File: src/rtl/cps_pkg.sv
package cps_pkg;

    typedef enum logic [1:0] {
        ROUTE_SD  = 2'd0,
        ROUTE_SER = 2'd1,
        ROUTE_REG = 2'd2
    } route_e;

    function automatic route_e decode_sel(input logic [1:0] code);
        route_e r;
        case (code)
            2'b01:   r = ROUTE_SER;
            2'b10:   r = ROUTE_REG;
            default: r = ROUTE_SD;
        endcase
        return r;
    endfunction

endpackage

File: src/rtl/cps_mode_sync.sv
module cps_mode_sync
    import cps_pkg::*;
(
    input  logic       clk,
    input  logic       rst_n,
    input  logic [1:0] sel_i,
    output route_e     route_o,
    output logic       change_o
);

    typedef struct packed {
        logic [1:0] meta;
        logic [1:0] sync;
        route_e     route;
    } state_t;

    state_t st_d, st_q;

    always_comb begin
        st_d       = st_q;
        st_d.meta  = sel_i;
        st_d.sync  = st_q.meta;
        st_d.route = decode_sel(st_q.sync);
    end

    always_ff @(posedge clk or negedge rst_n) begin
        if (!rst_n) begin
            st_q <= '{meta: 2'b11, sync: 2'b11, route: ROUTE_SD};
        end else begin
            st_q <= st_d;
        end
    end

    assign route_o  = st_q.route;
    assign change_o = (decode_sel(st_q.sync) != st_q.route);

    // the reserved code lands on SD routing one cycle later
    assert_code00_sd_R1: assert property (@(posedge clk) disable iff (!rst_n)
        (st_q.sync == 2'b00) |=> (route_o == ROUTE_SD));

    // a pending change is applied on the next edge
    assert_change_applied_R8: assert property (@(posedge clk) disable iff (!rst_n)
        change_o |=> (route_o != $past(route_o)));

endmodule

File: src/rtl/cps_spi_reg.sv
module cps_spi_reg #(
    parameter int WORD_W = 8
) (
    input  logic              clk,
    input  logic              rst_n,
    input  logic              en_i,
    input  logic              abort_i,
    input  logic              sclk_i,
    input  logic              mosi_i,
    input  logic              csn_i,
    output logic [WORD_W-1:0] latch_o,
    output logic              miso_o
);

    localparam int CNT_W = $clog2(WORD_W) + 2;
    localparam logic [CNT_W-1:0] CNT_MAX  = '1;
    localparam logic [CNT_W-1:0] CNT_FULL = CNT_W'(WORD_W);
    localparam int PIN_CS   = 2;
    localparam int PIN_SCLK = 1;
    localparam int PIN_MOSI = 0;

    typedef struct packed {
        logic [2:0]        meta;
        logic [2:0]        sync;
        logic [2:0]        prev;
        logic              active;
        logic [CNT_W-1:0]  cnt;
        logic [WORD_W-1:0] hold;
        logic [WORD_W-1:0] shout;
        logic [WORD_W-1:0] latch;
    } state_t;

    state_t st_d, st_q;

    logic cs_fall, cs_rise, sck_rise, sck_fall;

    always_comb begin
        cs_fall  =  st_q.prev[PIN_CS]   & ~st_q.sync[PIN_CS];
        cs_rise  = ~st_q.prev[PIN_CS]   &  st_q.sync[PIN_CS];
        sck_rise = ~st_q.prev[PIN_SCLK] &  st_q.sync[PIN_SCLK];
        sck_fall =  st_q.prev[PIN_SCLK] & ~st_q.sync[PIN_SCLK];

        st_d      = st_q;
        st_d.meta = {csn_i, sclk_i, mosi_i};
        st_d.sync = st_q.meta;
        st_d.prev = st_q.sync;

        if (!en_i || abort_i) begin
            st_d.active = 1'b0;
            st_d.cnt    = '0;
        end else if (cs_fall) begin
            st_d.active = 1'b1;
            st_d.cnt    = '0;
            st_d.shout  = st_q.latch;
        end else if (st_q.active) begin
            if (cs_rise) begin
                st_d.active = 1'b0;
                if (st_q.cnt == CNT_FULL) begin
                    st_d.latch = st_q.hold;
                end
            end else begin
                if (sck_rise) begin
                    st_d.hold = {st_q.hold[WORD_W-2:0], st_q.sync[PIN_MOSI]};
                    if (st_q.cnt != CNT_MAX) begin
                        st_d.cnt = st_q.cnt + 1'b1;
                    end
                end
                if (sck_fall) begin
                    st_d.shout = {st_q.shout[WORD_W-2:0], 1'b0};
                end
            end
        end
    end

    always_ff @(posedge clk or negedge rst_n) begin
        if (!rst_n) begin
            st_q <= '{meta: 3'b100, sync: 3'b100, prev: 3'b100, active: 1'b0,
                      cnt: '0, hold: '0, shout: '0, latch: '0};
        end else begin
            st_q <= st_d;
        end
    end

    assign latch_o = st_q.latch;
    assign miso_o  = st_q.active & st_q.shout[WORD_W-1];

    // latches only move at the end of an open transfer
    assert_latch_idle_R5: assert property (@(posedge clk) disable iff (!rst_n)
        !st_q.active |=> $stable(st_q.latch));

    // a mode change closes any open transfer
    assert_abort_closes_R8: assert property (@(posedge clk) disable iff (!rst_n)
        abort_i |=> !st_q.active);

    // no transfer can be open outside register mode
    assert_no_xfer_outside_R9: assert property (@(posedge clk) disable iff (!rst_n)
        !en_i |=> !st_q.active);

endmodule

File: src/rtl/cps_router.sv
module cps_router
    import cps_pkg::*;
(
    input  route_e route_i,
    input  logic   host_clk_i,
    input  logic   host_cmd_i,
    input  logic   host_cs_n_i,
    input  logic   sd_dat_i,
    input  logic   ser_rx_i,
    input  logic   nand_cle_i,
    input  logic   miso_i,
    output logic   host_dat_o,
    output logic   sd_clk_o,
    output logic   sd_cmd_o,
    output logic   sd_cs_n_o,
    output logic   flash_cle_o
);

    always_comb begin
        sd_clk_o    = 1'b0;
        sd_cmd_o    = 1'b1;
        sd_cs_n_o   = 1'b1;
        host_dat_o  = 1'b0;
        flash_cle_o = nand_cle_i;
        case (route_i)
            ROUTE_SER: begin
                flash_cle_o = host_cmd_i;
                host_dat_o  = ser_rx_i;
            end
            ROUTE_REG: begin
                host_dat_o = miso_i;
            end
            default: begin
                sd_clk_o   = host_clk_i;
                sd_cmd_o   = host_cmd_i;
                sd_cs_n_o  = host_cs_n_i;
                host_dat_o = sd_dat_i;
            end
        endcase
    end

    // the socket clock is silent in register mode
    always_comb begin
        if (route_i == ROUTE_REG) begin
            assert_sdclk_gated_R4: assert (sd_clk_o == 1'b0);
        end
    end

    // the command-latch line carries serial transmit in serial mode
    always_comb begin
        if (route_i == ROUTE_SER) begin
            assert_cle_borrowed_R3: assert (flash_cle_o == host_cmd_i);
        end else begin
            assert_cle_restored_R2: assert (flash_cle_o == nand_cle_i);
        end
    end

endmodule

File: src/rtl/cart_pin_steer.sv
module cart_pin_steer
    import cps_pkg::*;
#(
    parameter int GPIO_W = 8
) (
    input  logic              clk,
    input  logic              rst_n,
    input  logic [1:0]        mode_sel_i,
    input  logic              host_clk_i,
    input  logic              host_cmd_i,
    input  logic              host_cs_n_i,
    output logic              host_dat_o,
    output logic              sd_clk_o,
    output logic              sd_cmd_o,
    output logic              sd_cs_n_o,
    input  logic              sd_dat_i,
    input  logic              ser_rx_i,
    input  logic              nand_cle_i,
    output logic              flash_cle_o,
    output logic [GPIO_W-1:0] gpio_o
);

    route_e route;
    logic   mode_change;
    logic   miso;

    cps_mode_sync u_mode_sync (
        .clk      (clk),
        .rst_n    (rst_n),
        .sel_i    (mode_sel_i),
        .route_o  (route),
        .change_o (mode_change)
    );

    cps_spi_reg #(.WORD_W(GPIO_W)) u_spi_reg (
        .clk     (clk),
        .rst_n   (rst_n),
        .en_i    (route == ROUTE_REG),
        .abort_i (mode_change),
        .sclk_i  (host_clk_i),
        .mosi_i  (host_cmd_i),
        .csn_i   (host_cs_n_i),
        .latch_o (gpio_o),
        .miso_o  (miso)
    );

    cps_router u_router (
        .route_i     (route),
        .host_clk_i  (host_clk_i),
        .host_cmd_i  (host_cmd_i),
        .host_cs_n_i (host_cs_n_i),
        .sd_dat_i    (sd_dat_i),
        .ser_rx_i    (ser_rx_i),
        .nand_cle_i  (nand_cle_i),
        .miso_i      (miso),
        .host_dat_o  (host_dat_o),
        .sd_clk_o    (sd_clk_o),
        .sd_cmd_o    (sd_cmd_o),
        .sd_cs_n_o   (sd_cs_n_o),
        .flash_cle_o (flash_cle_o)
    );

    // the expansion pins start cleared
    assert_gpio_reset_R10: assert property (@(posedge clk)
        !rst_n |=> (gpio_o == '0));

endmodule

File: config.mk
export PLATFORM = sky130hd
export DESIGN_NAME = cart_pin_steer
export DESIGN_NICKNAME = d
export VERILOG_FILES = /design/src/rtl/cps_pkg.sv /design/src/rtl/cps_mode_sync.sv /design/src/rtl/cps_spi_reg.sv /design/src/rtl/cps_router.sv /design/src/rtl/cart_pin_steer.sv
export SDC_FILE = /design/constraint.sdc
export NUM_CORES = 1
export LEC_CHECK = 0
export BUFFER_PORTS_ARGS = -buffer_cell sky130_fd_sc_hd__buf_4
export CORE_MARGIN = 8
export CORE_UTILIZATION = 43
export DETAILED_ROUTE_END_ITERATION = 10
export PLACE_DENSITY_LB_ADDON = 0.2
export SYNTH_ARGS = -nofsm -noshare
export SYNTH_HDL_FRONTEND = slang
export SYNTH_SLANG_ARGS = --single-unit
File: constraint.sdc
create_clock -name clk -period 2.75 [get_ports clk]
set_input_delay 0.275 -clock clk [delete_from_list [all_inputs] [get_ports clk]]
set_output_delay 0.275 -clock clk [all_outputs]
set_load 0.005 [all_outputs]
==> impl_metrics.py, run 1 <==
metrics = {
    "power_and_ir_drop": {
        "power_density_nw_per_um2": 508,
        "leakage_nw": 1.04,
        "p_total_mw": 1.15,
        "ir_drop_mv": 0.313,
    },
    "timing": {
        "fin_tns_setup_ps": 0,
        "max-slew-margin-rel": 0.567,
        "rsz0062_at_grt": "no",
        "setup_viol": 0,
        "finalCritPeriodShare": 0.858,
        "slew_viol_final": 0,
        "hold_slack_ps": 90.3,
        "max_freq_mhz": 424,
        "finClkSkew_ps": 5.63,
        "min_period_ps": 2360,
        "worst_pin_slew_ps": 650,
        "finalHoldViolCount": 0,
    },
    "clock_tree": {
        "cts_tree": "built",
        "cts_root_buf": "clkbuf_8",
        "cts_max_path_buffers": 2,
        "insertion_delay_ps": 290,
        "path_clk_slew_ps": 80,
        "cts.sinks": 44,
        "h-tree-depth": 2,
        "cts_buffers": 5,
    },
    "yosys": {
        "synth_cell_types": 29,
        "synth_top_area_cell": "dfrtp_1",
        "avgSynthCellArea_sq_um": 12.6,
        "async_flop_share": 1.00,
        "syn_area_sq_um": 2000,
        "synthFlopType": "dfrtp_1",
        "syn_nets": 175,
        "synth_top_area_frac": 0.464,
        "yosys_register_bits": 44,
        "ys_warn_count": 0,
        "ys_seq_area_frac": 0.556,
        "netlist_instances": 158,
        "synth-edff-count": 0,
        "yosys-top-cells-area": "dfrtp_1 46%, mux2_2 14%, dfstp_2 9.2%, ha_1 4.4%, buf_4 3.0%",
    },
    "setup_path": {
        "r2r_setup_slack_ps": 390,
        "crit_required_ps": 2930,
        "crit_end": "u_spi_reg.st_q[12]$_DFFE_PN0P_",
        "cp-end-kind": "flop",
        "cp.depth": 4,
        "cpMaxStageDelayCell": "ha_1",
        "cpPeakStageDelay_ps": 570,
        "critPathKind": "reg2reg",
        "critPathLaunchType": "flop",
        "rr_worst_depth": 4,
        "path_delay_family": "adder cells",
        "rr_startpoint": "u_spi_reg.st_q[32]$_DFF_PN1_",
        "crit_path_start": "u_spi_reg.st_q[32]$_DFF_PN1_",
        "r2r-end": "u_spi_reg.st_q[12]$_DFFE_PN0P_",
        "cp.arrival_ps": 2540,
        "path_buf_inv": 0,
        "critPathMaxFanout": 19,
        "path_cells": "ha_1 > a31oi_1 > nor4b_4 > mux2_2",
    },
    "global_routing": {
        "grt_pass1_vias": 1270,
        "grt_first_pass_wirelength_mm": 6.06,
        "grt_max_degree": 45,
        "overflow": 0,
        "track_usage": 0.107,
        "antenna_found_initial": 0,
    },
    "finish": {
        "fill_cells": 380,
        "layout-drive-gt1-share": 0.374,
        "layout.nets": 195,
        "final_common_cell": "dfrtp_1",
        "synthToLayoutAreaGrowth_pct": 13.4,
        "n_antenna_cell": 0,
        "layout_common_cells": "37 x dfrtp_1, 25 x mux2_2, 22 x buf_4",
    },
    "drt": {
        "drt_pass1_iterations": 4,
        "wl_per_cell_um": 15.3,
        "wirelength_mm": 3.53,
        "drtIter0Drc": 86,
        "met3_length_um": 113,
        "route.detailed.drc": 0,
        "via_count": 1168,
        "top_layer": "met4",
        "wl_met2_mm": 1.80,
        "via_per_inst": 5.06,
        "ant_nets": 0,
        "wirelength_met1_mm": 1.54,
    },
    "die": {
        "dieArea_sq_um": 7080,
        "die_w_um": 84.1,
        "core_area_sq_um": 4410,
        "die_h_um": 84.1,
        "initial_core_util": 0.452,
        "ios": 23,
        "row_count": 24,
    },
    "worst_hold_path": {
        "hp-start": "mode_sel_i[0]",
        "hold_path.class": "in2reg",
    },
    "status": {
        "status": "finished, final reports clean",
    },
    "place": {
        "dpl.hpwl_mm": 2.61,
        "io_buffers": 22,
        "place_congestion": 0.763,
    },
    "flow_run": {
        "cap_viol_max_count": 0,
    },
}
==> cells by family after synthesis <==
family | count (synthesis) | share of synthesized area
simple gates | 44 | 0.135
fa+ha+maj | 7 | 0.0439
xor+xnor | 4 | 0.0176
compound gates | 12 | 0.0401
flops | 44 | 0.556
mux | 28 | 0.156
buf+inv | 19 | 0.0508
==> synth_stat cells (all sizes together), types with 2 or more instances <==
| cell type | count |
|---|---|
| nor2 | 8 |
| mux2i | 3 |
| buf | 8 |
| nand2 | 15 |
| o21ai | 7 |
| dfstp | 7 |
| ha | 7 |
| inv | 9 |
| nor4b | 2 |
| dfrtp | 37 |
| xnor2 | 4 |
| nand3 | 3 |
| nor4 | 2 |
| and4bb | 2 |
| mux2 | 25 |
| clkbuf | 2 |
| nand2b | 4 |
| nor2b | 3 |
==> sequential cells by signal (all words and copies together), names as in the netlist <==
signal	cells
u_mode_sync.route_o	2
u_spi_reg.latch_o	8
u_mode_sync.st_q	2
u_mode_sync.st_d	2
u_spi_reg.st_q	24
u_spi_reg.st_d	6
==> cell type report <==
type	count	area [sq um]	share of cell area
Inverter	9	33.8	0.0149
Tap cell	52	65.1	0.0288
Multi-Input combinational cell	95	785	0.347
Clock buffer	7	86.3	0.0382
Timing Repair Buffer	23	175	0.0774
Sequential cell	44	1110	0.491
Clock inverter	1	7.51	0.00332
==> metal layers <==
metal / vias to the layer above / track usage
met4: 0 / 0.0581
li1: 568 / -
met3: 6 / 0.0352
met1: 581 / 0.117
met5: - / 0
met2: 13 / 0.180
==> stage by stage <==
step | utilization | instance area, sq um | worst slack, ps | instances
6_report | 0.512 | 2260 | 390 | 231
5_1_grt | 0.512 | 2260 | 250 | 231
3_5_place_dp | 0.489 | 2160 | 420 | 222
2_1_floorplan | - | 2000 | 757 | 158
4_1_cts | 0.512 | 2260 | 402 | 231
3_3_place_gp | 0.489 | 2160 | 553 | 222
==> power by group <==
group | switching [mW] | internal, mW | leakage (nW)
registers | 0.00770 | 0.662 | 0.577
logic | 0.0407 | 0.0348 | 0.420
clock network | 0.200 | 0.204 | 0.0445
total | 0.249 | 0.900 | 1.04
==> repair_timing <==
item | CTS | global route
hold buffers | 1 | 0
buffers inserted | 0 | 0
hold endpoints to repair | 37 | 0
resized for setup | 0 | 0
==> worst min path at each step <==
stage	slack (ps)	to	cells past startpoint
5_1_grt	70	u_spi_reg.st_d[35]$_DFF_PN1_	1
2_1_floorplan	-20	u_mode_sync.route_o[0]$_DFF_PN0_	0
3_3_place_gp	290	u_spi_reg.st_q[24]$_DFFE_PN0P_	1
6_report	90	u_mode_sync.st_d[2]$_DFF_PN1_	1
3_5_place_dp	300	u_spi_reg.st_q[24]$_DFFE_PN0P_	1
4_1_cts	70	u_mode_sync.st_d[2]$_DFF_PN1_	1
(Power assumes the default switching activity.)
==> inputs of run 2 (changes only) <==
--- a/config.mk
+++ b/config.mk
@@ -7,7 +7,7 @@
 export LEC_CHECK = 0
 export BUFFER_PORTS_ARGS = -buffer_cell sky130_fd_sc_hd__buf_4
 export CORE_MARGIN = 8
-export CORE_UTILIZATION = 43
+export CORE_UTILIZATION = 25
 export DETAILED_ROUTE_END_ITERATION = 10
 export PLACE_DENSITY_LB_ADDON = 0.2
 export SYNTH_ARGS = -nofsm -noshare
==> run 2 against run 1 <==
Against the previous run:
- clock skew increased by 5.3 ps
- power increased by 0.77%
- hold slack got worse by 2.4 ps
- critical path depth unchanged
- sequential share of layout area decreased by 1.4 points
- design area increased by 3.0%
- global-route usage decreased by 3.6 points
- worst setup slack improved by 360 ps
- sequential power about the same
- core utilization decreased by 21 points
- via count increased by 0.77%
- non-clock buffer count increased by 1
- highest routed layer unchanged
==> impl_metrics.py, run 2 (same netlist as run 1, synthesis figures left out) <==
metrics = {
    "status": {
        "status": "finished, final reports clean",
    },
    "power_and_ir_drop": {
        "leakage_nw": 1.04,
        "ir_drop_mv": 0.257,
        "power_density_nw_per_um2": 497,
    },
    "drt": {
        "ant_nets": 0,
        "via_per_inst": 4.17,
        "via_count": 1177,
        "wirelength_mm": 3.64,
        "route.detailed.drc": 0,
        "drt_pass1_iterations": 4,
        "drtIter0Drc": 104,
        "wl_per_cell_um": 12.9,
    },
    "setup_path": {
        "critPathLaunchType": "flop",
        "critPathKind": "reg2reg",
        "crit_required_ps": 2930,
        "crit_end": "u_spi_reg.st_q[9]$_DFFE_PN0P_",
        "rr_startpoint": "u_mode_sync.st_q[3]$_DFF_PN1_",
        "cp-end-kind": "flop",
        "critPathMaxFanout": 8,
        "crit_path_start": "u_mode_sync.st_q[3]$_DFF_PN1_",
        "cp.arrival_ps": 2190,
        "r2r_setup_slack_ps": 750,
        "r2r-end": "u_spi_reg.st_q[9]$_DFFE_PN0P_",
        "rr_worst_depth": 4,
    },
    "clock_tree": {
        "insertion_delay_ps": 300,
        "cts_tree": "built",
        "cts_buffers": 5,
        "cts_root_buf": "clkbuf_8",
        "cts_setup_buffers": 0,
        "path_clk_slew_ps": 90,
        "cts.sinks": 44,
        "h-tree-depth": 2,
        "cts_max_path_buffers": 2,
    },
    "global_routing": {
        "grt_first_pass_wirelength_mm": 6.44,
        "use_met3": 0.0244,
        "antenna_found_initial": 0,
        "busiest_layer": "met2",
        "track_usage": 0.0716,
        "grt_use_met2": 0.109,
        "grt_max_degree": 45,
        "grt_pass1_vias": 1282,
        "overflow": 0,
        "gr-usage-met1": 0.0916,
    },
    "finish": {
        "n_antenna_cell": 0,
        "fill_cells": 799,
        "multi_input_area_sq_um": 785,
        "fin_util": 0.302,
        "layout-drive-gt1-share": 0.383,
        "layout_common_cells": "37 x dfrtp_1, 25 x mux2_2, 23 x buf_4",
        "largest_reg_flops": 24,
        "top_register": "u_spi_reg.st_q",
        "final_common_cell": "dfrtp_1",
        "synthToLayoutAreaGrowth_pct": 16.8,
        "layout.nets": 196,
        "regArea_sq_um": 1110,
    },
    "worst_hold_path": {
        "hold_path.class": "in2reg",
    },
    "timing": {
        "max-slew-margin-rel": 0.602,
        "finalHoldViolCount": 0,
        "rsz0062_at_grt": "no",
        "fin_tns_setup_ps": 0,
        "max_freq_mhz": 499,
        "setup_viol": 0,
        "slew_viol_final": 0,
        "hold_slack_ps": 88.0,
        "finClkSkew_ps": 10.9,
        "worst_pin_slew_ps": 594,
        "finalCritPeriodShare": 0.729,
        "min_period_ps": 2000,
    },
    "die": {
        "dieArea_sq_um": 11100,
        "row_count": 32,
        "ios": 23,
        "initial_core_util": 0.258,
        "die_h_um": 105,
        "die_w_um": 105,
        "core_area_sq_um": 7730,
    },
    "place": {
        "dpl.hpwl_mm": 2.67,
        "place_congestion": 0.692,
        "io_buffers": 22,
    },
    "flow_run": {
        "cap_viol_max_count": 0,
    },
}
==> run 2: report_power, final <==
group / internal, mW / switching [mW] / total [mW]
clock: 0.180 / 0.233 / 0.413
sequential: 0.661 / 0.00684 / 0.668
combinational: 0.0354 / 0.0410 / 0.0764
total: 0.877 / 0.281 / 1.16
==> run 2: critical path, stage by stage (launching register included) <==
cell and delay [ps]:
dfstp_2 570, and4bb_2 250, a211oi_2 90, nor4b_4 590, mux2_2 400
==> run 2: cell type report <==
type,count,area share
Clock inverter,3,0.0102
Sequential cell,44,0.476
Clock buffer,5,0.0295
Tap cell,102,0.0548
Multi-Input combinational cell,95,0.337
Timing Repair Buffer,24,0.0784
Inverter,9,0.0145
==> run 2: timing repair <==
item / in CTS / in global routing
hold buffers: 1 / 0
endpoints found under the hold margin: 37 / 0
resized for setup: 0 / 0
==> run 2: through the flow <==
stage / instances / total power [mW] / setup slack, ps / area [sq um]
after floorplan: 158 / 0.716 / 757 / 2000
after global placement: 273 / 0.759 / 683 / 2230
after detailed placement: 273 / 0.759 / 715 / 2230
after CTS: 282 / 1.18 / 698 / 2330
after global routing: 282 / 1.22 / 578 / 2330
final: 282 / 1.16 / 747 / 2330
==> run 2: layer usage <==
| layer | up-vias | part of all wire |
|---|---|---|
| li1 | 574 | - |
| met1 | 586 | 0.48 |
| met2 | 15 | 0.48 |
| met3 | 2 | 0.030 |
| met4 | 0 | 0.0088 |
| met5 | - | 0 |
==> run 2: how the worst min path moves through the flow <==
stage,from,endpoint,slack [ps],cells after the start
final,mode_sel_i[0],u_mode_sync.st_d[2]$_DFF_PN1_,90,1
after global routing,mode_sel_i[0],u_mode_sync.st_d[2]$_DFF_PN1_,60,1
after CTS,mode_sel_i[0],u_mode_sync.st_d[2]$_DFF_PN1_,70,1
after detailed placement,rst_n,u_spi_reg.st_q[22]$_DFFE_PN0P_,320,1
after global placement,rst_n,u_spi_reg.st_q[22]$_DFFE_PN0P_,320,1
after floorplan,rst_n,u_mode_sync.route_o[0]$_DFF_PN0_,-20,0
